### src/rtl/i2cw_pkg.sv
package i2cw_pkg;

  // width of the byte index carried between control and datapath
  localparam int IDX_W = 4;

  typedef enum logic [2:0] {
    ST_IDLE,
    ST_RX,
    ST_ACK_TX,
    ST_TX,
    ST_ACK_RX
  } busState_e;

  typedef struct packed {
    logic             rxBit;
    logic             rxShift;
    logic             offsetLoad;
    logic             dataLoad;
    logic             snapLoad;
    logic             txLoad;
    logic             txShift;
    logic             commit;
    logic [IDX_W-1:0] byteIdx;
  } dpStrobe_t;

endpackage

### src/rtl/i2cw_ctrl.sv
module i2cw_ctrl
  import i2cw_pkg::*;
#(
  parameter logic [6:0] DEV_ADDR    = 7'h2A,
  parameter int         WORD_BYTES  = 4,
  parameter int         SYNC_STAGES = 2
) (
  input  logic       clk,
  input  logic       rstN,
  input  logic       sclIn,
  input  logic       sdaIn,
  input  logic [7:0] rxByte,
  input  logic       txBit,
  output dpStrobe_t  strobe,
  output logic       sdaOe
);

  localparam int LAST_WR_IDX = WORD_BYTES + 1;

  logic [SYNC_STAGES-1:0] sclSync, sdaSync;
  logic scl, sda, sclPrev, sdaPrev;
  logic sclRise, sclFall, startDet, stopDet;

  always_ff @(posedge clk or negedge rstN) begin
    if (!rstN) begin
      sclSync <= '1;
      sdaSync <= '1;
      sclPrev <= 1'b1;
      sdaPrev <= 1'b1;
    end else begin
      sclSync <= {sclSync[SYNC_STAGES-2:0], sclIn};
      sdaSync <= {sdaSync[SYNC_STAGES-2:0], sdaIn};
      sclPrev <= scl;
      sdaPrev <= sda;
    end
  end

  assign scl      = sclSync[SYNC_STAGES-1];
  assign sda      = sdaSync[SYNC_STAGES-1];
  assign sclRise  = scl & ~sclPrev;
  assign sclFall  = ~scl & sclPrev;
  assign startDet = scl & sclPrev & sdaPrev & ~sda;
  assign stopDet  = scl & sclPrev & ~sdaPrev & sda;

  busState_e        state, stateN;
  logic [2:0]       bitCnt, bitCntN;
  logic             byteRdy, byteRdyN;
  logic             inAddr, inAddrN;
  logic             isRead, isReadN;
  logic [IDX_W-1:0] idx, idxN;
  logic             ackDrive, ackDriveN;
  logic             hostAck, hostAckN;
  logic             wrFull, wrFullN;
  logic             ackOk;
  logic             addrMiss;

  assign addrMiss = (state == ST_RX) && sclFall && byteRdy && inAddr &&
                    (rxByte[7:1] != DEV_ADDR);

  always_comb begin
    stateN    = state;
    bitCntN   = bitCnt;
    byteRdyN  = byteRdy;
    inAddrN   = inAddr;
    isReadN   = isRead;
    idxN      = idx;
    ackDriveN = ackDrive;
    hostAckN  = hostAck;
    wrFullN   = wrFull;
    ackOk     = 1'b0;
    strobe    = '0;
    strobe.rxBit   = sda;
    strobe.byteIdx = idx;
    if (startDet) begin
      stateN    = ST_RX;
      bitCntN   = '0;
      byteRdyN  = 1'b0;
      inAddrN   = 1'b1;
      isReadN   = 1'b0;
      idxN      = '0;
      ackDriveN = 1'b0;
      wrFullN   = 1'b0;
    end else if (stopDet) begin
      strobe.commit = wrFull & ~isRead;
      stateN    = ST_IDLE;
      ackDriveN = 1'b0;
      wrFullN   = 1'b0;
    end else begin
      unique case (state)
        ST_RX: begin
          if (sclRise) begin
            strobe.rxShift = 1'b1;
            bitCntN = bitCnt + 3'd1;
            if (bitCnt == 3'd7) byteRdyN = 1'b1;
          end else if (sclFall && byteRdy) begin
            byteRdyN = 1'b0;
            bitCntN  = '0;
            if (inAddr) begin
              inAddrN = 1'b0;
              if (rxByte[7:1] == DEV_ADDR) begin
                ackOk           = 1'b1;
                isReadN         = rxByte[0];
                idxN            = '0;
                strobe.snapLoad = rxByte[0];
              end
            end else if (idx == '0) begin
              ackOk             = 1'b1;
              strobe.offsetLoad = 1'b1;
              idxN              = idx + 1'b1;
            end else if (idx == IDX_W'(1)) begin
              ackOk = (rxByte == 8'(WORD_BYTES));
              idxN  = idx + 1'b1;
            end else if (idx <= IDX_W'(LAST_WR_IDX)) begin
              ackOk           = 1'b1;
              strobe.dataLoad = 1'b1;
              strobe.byteIdx  = idx - IDX_W'(2);
              idxN            = idx + 1'b1;
              if (idx == IDX_W'(LAST_WR_IDX)) wrFullN = 1'b1;
            end
            if (ackOk) begin
              stateN    = ST_ACK_TX;
              ackDriveN = 1'b1;
            end else begin
              stateN = ST_IDLE;
            end
          end
        end
        ST_ACK_TX: begin
          if (sclFall) begin
            ackDriveN = 1'b0;
            bitCntN   = '0;
            if (isRead) begin
              stateN         = ST_TX;
              strobe.txLoad  = 1'b1;
              strobe.byteIdx = idx;
            end else begin
              stateN = ST_RX;
            end
          end
        end
        ST_TX: begin
          if (sclFall) begin
            if (bitCnt == 3'd7) begin
              stateN  = ST_ACK_RX;
              bitCntN = '0;
            end else begin
              strobe.txShift = 1'b1;
              bitCntN = bitCnt + 3'd1;
            end
          end
        end
        ST_ACK_RX: begin
          if (sclRise) begin
            hostAckN = ~sda;
          end else if (sclFall) begin
            if (hostAck) begin
              stateN         = ST_TX;
              bitCntN        = '0;
              idxN           = (idx == '1) ? idx : idx + 1'b1;
              strobe.txLoad  = 1'b1;
              strobe.byteIdx = (idx == '1) ? idx : idx + 1'b1;
            end else begin
              stateN = ST_IDLE;
            end
          end
        end
        default: ;
      endcase
    end
  end

  always_ff @(posedge clk or negedge rstN) begin
    if (!rstN) begin
      state    <= ST_IDLE;
      bitCnt   <= '0;
      byteRdy  <= 1'b0;
      inAddr   <= 1'b0;
      isRead   <= 1'b0;
      idx      <= '0;
      ackDrive <= 1'b0;
      hostAck  <= 1'b0;
      wrFull   <= 1'b0;
    end else begin
      state    <= stateN;
      bitCnt   <= bitCntN;
      byteRdy  <= byteRdyN;
      inAddr   <= inAddrN;
      isRead   <= isReadN;
      idx      <= idxN;
      ackDrive <= ackDriveN;
      hostAck  <= hostAckN;
      wrFull   <= wrFullN;
    end
  end

  assign sdaOe = ackDrive | ((state == ST_TX) & ~txBit);

  AST_SDA_SCL_LOW: assert property (@(posedge clk) disable iff (!rstN)
    !$stable(sdaOe) |-> !scl);

  AST_NACK_UNSELECTED: assert property (@(posedge clk) disable iff (!rstN)
    addrMiss |=> (!sdaOe && state == ST_IDLE));

  AST_ONE_STROBE: assert property (@(posedge clk) disable iff (!rstN)
    $onehot0({strobe.rxShift, strobe.offsetLoad, strobe.dataLoad, strobe.snapLoad,
              strobe.txLoad, strobe.txShift, strobe.commit}));

endmodule

### src/rtl/i2cw_dpath.sv
module i2cw_dpath
  import i2cw_pkg::*;
#(
  parameter int                      WORD_BYTES = 4,
  parameter logic [WORD_BYTES*8-1:0] VENDOR_ID  = 32'h1D5C_0A11,
  parameter logic [WORD_BYTES*8-1:0] DEVICE_ID  = 32'h0000_7E21,
  parameter logic [7:0]              VENDOR_OFF = 8'd0,
  parameter logic [7:0]              DEVICE_OFF = 8'd1,
  parameter logic [7:0]              CONN_OFF   = 8'd4,
  localparam int                     WORD_W     = WORD_BYTES * 8
) (
  input  logic              clk,
  input  logic              rstN,
  input  dpStrobe_t         strobe,
  output logic [7:0]        rxByte,
  output logic              txBit,
  output logic [7:0]        regRdOffset,
  input  logic [WORD_W-1:0] regRdData,
  output logic              regWrStrobe,
  output logic [7:0]        regWrOffset,
  output logic [WORD_W-1:0] regWrData
);

  logic [7:0]        offsetReg;
  logic [WORD_W-1:0] wrWord, snapWord, connReg, curWord;
  logic [7:0]        txShift, txSel;
  logic              isId, isConn;

  assign isId   = (offsetReg == VENDOR_OFF) || (offsetReg == DEVICE_OFF);
  assign isConn = (offsetReg == CONN_OFF);
  assign regRdOffset = offsetReg;
  assign txBit = txShift[7];

  always_comb begin
    if (offsetReg == VENDOR_OFF)      curWord = VENDOR_ID;
    else if (offsetReg == DEVICE_OFF) curWord = DEVICE_ID;
    else if (isConn)                  curWord = connReg;
    else                              curWord = regRdData;
  end

  always_comb begin
    txSel = 8'hFF;
    if (strobe.byteIdx == '0) txSel = 8'(WORD_BYTES);
    for (int k = 0; k < WORD_BYTES; k++) begin
      if (strobe.byteIdx == IDX_W'(k + 1)) txSel = snapWord[k*8 +: 8];
    end
  end

  always_ff @(posedge clk or negedge rstN) begin
    if (!rstN) begin
      rxByte    <= '0;
      offsetReg <= '0;
      snapWord  <= '0;
      txShift   <= 8'hFF;
    end else begin
      if (strobe.rxShift)    rxByte    <= {rxByte[6:0], strobe.rxBit};
      if (strobe.offsetLoad) offsetReg <= rxByte;
      if (strobe.snapLoad)   snapWord  <= curWord;
      if (strobe.txLoad)       txShift <= txSel;
      else if (strobe.txShift) txShift <= {txShift[6:0], 1'b1};
    end
  end

  for (genvar g = 0; g < WORD_BYTES; g++) begin : g_wrByte
    always_ff @(posedge clk or negedge rstN) begin
      if (!rstN) wrWord[g*8 +: 8] <= '0;
      else if (strobe.dataLoad && strobe.byteIdx == IDX_W'(g))
        wrWord[g*8 +: 8] <= rxByte;
    end
  end

  always_ff @(posedge clk or negedge rstN) begin
    if (!rstN) begin
      connReg     <= '0;
      regWrStrobe <= 1'b0;
      regWrOffset <= '0;
      regWrData   <= '0;
    end else begin
      regWrStrobe <= strobe.commit && !isId && !isConn;
      if (strobe.commit && isConn) connReg <= wrWord;
      if (strobe.commit) begin
        regWrOffset <= offsetReg;
        regWrData   <= wrWord;
      end
    end
  end

  AST_WR_SINGLE: assert property (@(posedge clk) disable iff (!rstN)
    regWrStrobe |=> !regWrStrobe);

  AST_ID_NO_WRITE: assert property (@(posedge clk) disable iff (!rstN)
    regWrStrobe |-> (regWrOffset != VENDOR_OFF && regWrOffset != DEVICE_OFF &&
                     regWrOffset != CONN_OFF));

endmodule

### src/rtl/i2c_word_target.sv
module i2c_word_target
  import i2cw_pkg::*;
#(
  parameter logic [6:0]              DEV_ADDR    = 7'h2A,
  parameter int                      WORD_BYTES  = 4,
  parameter int                      SYNC_STAGES = 2,
  parameter logic [WORD_BYTES*8-1:0] VENDOR_ID   = 32'h1D5C_0A11,
  parameter logic [WORD_BYTES*8-1:0] DEVICE_ID   = 32'h0000_7E21,
  parameter logic [7:0]              VENDOR_OFF  = 8'd0,
  parameter logic [7:0]              DEVICE_OFF  = 8'd1,
  parameter logic [7:0]              CONN_OFF    = 8'd4,
  localparam int                     WORD_W      = WORD_BYTES * 8
) (
  input  logic              clk,
  input  logic              rstN,
  input  logic              sclIn,
  input  logic              sdaIn,
  output logic              sdaOe,
  output logic [7:0]        regRdOffset,
  input  logic [WORD_W-1:0] regRdData,
  output logic              regWrStrobe,
  output logic [7:0]        regWrOffset,
  output logic [WORD_W-1:0] regWrData
);

  dpStrobe_t  strobe;
  logic [7:0] rxByte;
  logic       txBit;

  i2cw_ctrl #(
    .DEV_ADDR   (DEV_ADDR),
    .WORD_BYTES (WORD_BYTES),
    .SYNC_STAGES(SYNC_STAGES)
  ) u_ctrl (
    .clk   (clk),
    .rstN  (rstN),
    .sclIn (sclIn),
    .sdaIn (sdaIn),
    .rxByte(rxByte),
    .txBit (txBit),
    .strobe(strobe),
    .sdaOe (sdaOe)
  );

  i2cw_dpath #(
    .WORD_BYTES(WORD_BYTES),
    .VENDOR_ID (VENDOR_ID),
    .DEVICE_ID (DEVICE_ID),
    .VENDOR_OFF(VENDOR_OFF),
    .DEVICE_OFF(DEVICE_OFF),
    .CONN_OFF  (CONN_OFF)
  ) u_dpath (
    .clk        (clk),
    .rstN       (rstN),
    .strobe     (strobe),
    .rxByte     (rxByte),
    .txBit      (txBit),
    .regRdOffset(regRdOffset),
    .regRdData  (regRdData),
    .regWrStrobe(regWrStrobe),
    .regWrOffset(regWrOffset),
    .regWrData  (regWrData)
  );

endmodule

### config.mk
export PLATFORM = sky130hd
export DESIGN_NAME = i2c_word_target
export DESIGN_NICKNAME = d
export VERILOG_FILES = /design/src/rtl/i2cw_pkg.sv /design/src/rtl/i2cw_ctrl.sv /design/src/rtl/i2cw_dpath.sv /design/src/rtl/i2c_word_target.sv
export SDC_FILE = /design/constraint.sdc
export NUM_CORES = 1
export LEC_CHECK = 0
export CORE_MARGIN = 1.5
export CORE_UTILIZATION = 57
export DETAILED_ROUTE_END_ITERATION = 6
export PLACE_DENSITY = 0.89
export SLEW_MARGIN = 30
export SYNTH_ARGS = -nofsm -noshare
export SYNTH_HDL_FRONTEND = slang
export SYNTH_SLANG_ARGS = --single-unit
### constraint.sdc
create_clock -name clk -period 3.1 [get_ports clk]
set_input_delay 0.31 -clock clk [delete_from_list [all_inputs] [get_ports clk]]
set_output_delay 0.31 -clock clk [all_outputs]
set_load 0.02 [all_outputs]
==> results of run 1 <==
[Yosys cell counts (3+ instances only)]
master / instances / share of area, %
o22a_1: 3 / 0.31
mux2_1: 26 / 3.5
a21oi_1: 38 / 2.3
o21ai_1: 3 / 0.18
nand3_1: 8 / 0.48
nor3_1: 9 / 0.54
inv_1: 17 / 0.76
nor4_1: 3 / 0.22
nand2b_1: 5 / 0.37
or2_2: 3 / 0.22
nand4b_1: 3 / 0.31
o21ai_0: 31 / 1.8
dfstp_2: 14 / 4.4
and3_1: 3 / 0.22
a21o_1: 5 / 0.45
nand2_1: 71 / 3.2
mux2i_1: 25 / 3.0
nand3b_1: 4 / 0.36
buf_2: 8 / 0.48
buf_1: 5 / 0.22
o31ai_1: 21 / 1.9
a41oi_1: 4 / 0.42
mux2_2: 100 / 13
a221oi_1: 8 / 0.83
nor2b_1: 4 / 0.30
ha_1: 8 / 1.2
nor3b_1: 5 / 0.45
dfrtp_1: 169 / 50
a31oi_1: 6 / 0.45
clkbuf_1: 25 / 1.1
a211oi_1: 4 / 0.36
nor2_1: 31 / 1.4
[metal layers]
| layer | vias up | part of all wire, % | wire (um) |
|---|---|---|---|
| met5 | - | 0 | 0 |
| met4 | 0 | 2.4 | 527 |
| met3 | 46 | 6.2 | 1370 |
| met2 | 241 | 49 | 10600 |
| met1 | 3118 | 43 | 9340 |
| li1 | 2754 | - | - |
[final timing paths]
path,to
worst max-delay path,u_dpath.wrWord[9]$_DFFE_PN0P_
worst min-delay path,u_ctrl.sdaSync[0]$_DFF_PN1_
worst max register to register,u_dpath.wrWord[9]$_DFFE_PN0P_
worst min register to register,u_ctrl.sclSync[1]$_DFF_PN1_
max in group asynchronous,u_ctrl.sdaSync[1]$_DFF_PN1_
min in group asynchronous,u_ctrl.state[1]$_DFFE_PN0P_
[layout make-up]
class                           instances  area (sq um)  share of cell area [%]
Sequential cell                       183          4600                    45.1
Multi-Input combinational cell        470          3590                    35.2
Timing Repair Buffer                  114          1080                    10.7
Clock buffer                           18           439                    4.31
Tap cell                              184           230                    2.26
Clock inverter                         14           183                    1.79
Inverter                               17          63.8                   0.627
[kinds of logic (layout without fill, tap and decap cells)]
family / count (synthesis) / count (layout)
and+or+nand+nor: 167 / 167
buffers and inverters: 57 / 163
muxes: 151 / 151
AOI/OAI and AO/OA: 140 / 140
adders and majority gates: 8 / 8
DFF: 183 / 183
xor gates and xnor gates: 4 / 4
[flip-flops by register name, summed over array words and instances (netlist names), 2 cells and up]
name / cells
u_dpath.connReg: 32
u_dpath.regWrData: 32
u_dpath.snapWord: 32
u_dpath.wrWord: 32
u_dpath.regRdOffset: 8
u_dpath.regWrOffset: 8
u_dpath.rxByte: 8
u_dpath.txShift: 8
u_ctrl.idx: 4
u_ctrl.bitCnt: 3
u_ctrl.state: 3
u_ctrl.sclSync: 2
u_ctrl.sdaSync: 2
[critical path, delay by kind of cell, from the launching register on]
family,cells,cell delay [ns]
adders and majority gates,1,0.24
AOI/OAI and AO/OA,2,0.45
and+or+nand+nor,3,1.13
DFF,1,0.52
buffers and inverters,1,0.14
muxes,1,0.39
[through the flow]
stage	hold WS, ns	total power, mW	cells
3_3_place_gp	0.347	4.00	967
3_5_place_dp	0.347	4.03	967
4_1_cts	0.268	6.29	1000
6_report	0.274	6.28	1000
5_1_grt	0.273	6.54	1000
2_1_floorplan	0.0144	3.54	710
[what timing repair did]
item                       CTS  global route
hold endpoints to repair    66             0
hold buffers                 1             0
resized for setup            0             1
setup endpoints to repair    0             8
[power groups by stage]
stage,Combinational (mW),Sequential [mW],Clock [mW]
after floorplan,0.844,2.69,0
after global placement,1.18,2.82,0
after detailed placement,1.20,2.83,0
after CTS,1.22,2.79,2.29
after global routing,1.36,2.81,2.37
final,1.23,2.79,2.26
==> metrics.md, run 1 <==
| Metric | Value |
|---|---|
| Status | complete, no violations |
| Drt first-iter violations | 606 |
| Placer Congestion | slightly below 0.9 |
| Post-Synth Adder-Cell Area | roughly 1.2% |
| Type of the most critical hold path | primary input to register |
| CTS Buffer Depth | 2 |
| Die area | 15,500 sq um |
| Most frequent cells in the layout | dfrtp_1 (169), mux2_2 (100), clkdlybuf4s50_1 (84), nand2_1 (70), a21oi_1 (38) |
| Logic pwr share | about a fifth |
| Most common cell after layout, fill and taps aside | dfrtp_1 |
| Register-to-register setup slack | between 0.1 and 0.15 ns |
| Final wirelength | between 20 and 25 mm |
| Initial core utilization | between 50% and 60% |
| Final Net Count | between 800 and 900 |
| Global Route met2 Usage | 47.8% |
| Design area | just over 10,000 sq um |
| Internal | 4.32 mW |
| Via count | between 6,000 and 7,000 |
| TNS Setup | 0 ns |
| Yosys warnings | 0 |
| Power per cell area | between 600 and 700 nW/um^2 |
| Endpoint type of the worst setup path | register |
| H-tree depth | 4 |
| Top_reg_cell synth | dfrtp_1 |
| Worst rel slew slack | between 40% and 50% |
| Post-CTS setup buffer count | 0 |
| Switching Power | just under 2 mW |
| Chip height | approximately 120 um |
| WS Path Type | register to register |
| Leakage | roughly 4.9 nW |
| Global-route wire length before repair | about 36 mm |
| Reg-to-Reg Start | u_ctrl.idx[0]$_DFFE_PN0P_ |
| Routing usage on met1 | between 40% and 50% |
| Count of endpoints failing setup in the final report | 0 |
| Syn nets | roughly 750 |
| Final slew viol count | 0 |
| Synth Area in XOR/XNOR | less than 1% |
| CP Launch Point | u_ctrl.idx[0]$_DFFE_PN0P_ |
| Detailed Routing Iterations Pass 1 | 5 |
| Placed wire-length estimate | between 10 and 15 mm |
| CTS tree | yes |
| Unique cell type count in the Yosys netlist | 65 |
| Slowest CP cell | dfrtp_1 |
| Post-layout util | between 70% and 80% |
| Num ports | between 80 and 90 |
| Share of async-settable or async-resettable flops after synthesis | 100% |
| R2R depth | 8 |
| Final Critical Period | between 2 and 3 ns |
| Fin crit share | a little over nine tenths |
| Switch share | 31.2% |
| Number of routed nets with antenna violations | 0 |
| Gr busiest metal | met2 |
| Total gr overflow | 0 |
| Register bit total from synthesis | about 180 |
| Seq pwr share | 44.5% |
| Final-layout fill cell count | about 980 |
| Core Region | 14,500 sq um |
| Vias in the first global route | around 6,400 |
| Worst-path clk slew | 0.07 ns |
| EDFF count, synth | 0 |
| Die width | between 100 and 150 um |
| All-Layer GR Usage | between 20 and 30% |
| CP required | 3.42 ns |
| Vias/cell | approximately 6 |
| Dpl ws | roughly 0.20 ns |
| Post-synthesis simple-gate area fraction | between 10% and 20% |
| Clock network power share | 35.9% |
| Post-synthesis mux area share | roughly a fifth |
| Hold path cells | 1 |
| Final WS setup | 0.112 ns |
| Synth Instances | about 700 |
| Cell Chain, Critical Path | inv_1 -> ha_1 -> or3b_2 -> a41oi_1 -> o32a_1 -> and2_4 -> and3_1 -> mux2_1 |
| Compound-cell area share of the yosys netlist | 10.7% |
| DR DRC count | 0 |
| Largest net degree at the start of global routing | just under 90 |
| Initial antenna violation count | 0 |
| WP data arrival | approximately 3.3 ns |
| CTS Buf Count | 17 |
| IO buf count | 85 |
| Max incr delay on CP | 0.52 ns |
| Worst clock skew | approximately 0.0099 ns |
| Syn-to-layout area delta | 21.1% |
| Peak Freq | between 300 and 400 MHz |
| Post-DP Area | 9550 sq um |
| Final Hold Viols | 0 |
| CP max FO | 8 |
| Hold path startpoint | sdaIn |
| Met3 Use GR | under 10% |
| Clock sinks | about 180 |
| Worst slew pin tran | just over 0.8 ns |
| Share of layout cells above drive strength 1 | 23.7% |
| Wire length per cell | approximately 22 um |
| Worst Setup Start Kind | register |
| Post-Syn Area | 8410 sq um |
| Seq/Total Area, Yosys | between 50 and 60% |
| Largest family of logic cells by synthesized area | multiplexers |
| Standard-cell rows | between 40 and 50 |
| MaxCap Viol Count | 0 |
| Diode count | 0 |
| Synth Area per Inst | approximately 12 sq um |
| Peak supply drop | 0.477 mV |
| Clock latency at the later pin of the worst-skew pair | 0.44 ns |
| Clock root buffer | clkbuf_16 |
(Power assumes the default switching activity.)
==> run 2: changes to the inputs <==
--- a/config.mk
+++ b/config.mk
@@ -7,6 +7,7 @@
 export LEC_CHECK = 0
 export CORE_MARGIN = 1.5
 export CORE_UTILIZATION = 57
+export CTS_CLUSTER_DIAMETER = 200
 export DETAILED_ROUTE_END_ITERATION = 6
 export PLACE_DENSITY = 0.89
 export SLEW_MARGIN = 30
==> results of run 2 <==
Final layout, timing and power as in run 1 (identical DEF).
==> run 3: changes to the inputs <==
--- a/config.mk
+++ b/config.mk
@@ -5,6 +5,7 @@
 export SDC_FILE = /design/constraint.sdc
 export NUM_CORES = 1
 export LEC_CHECK = 0
+export ABC_CLOCK_PERIOD_IN_PS = 3100
 export CORE_MARGIN = 1.5
 export CORE_UTILIZATION = 57
 export CTS_CLUSTER_DIAMETER = 200
==> results of run 3 <==
Final layout, timing and power as in run 1 (identical DEF).
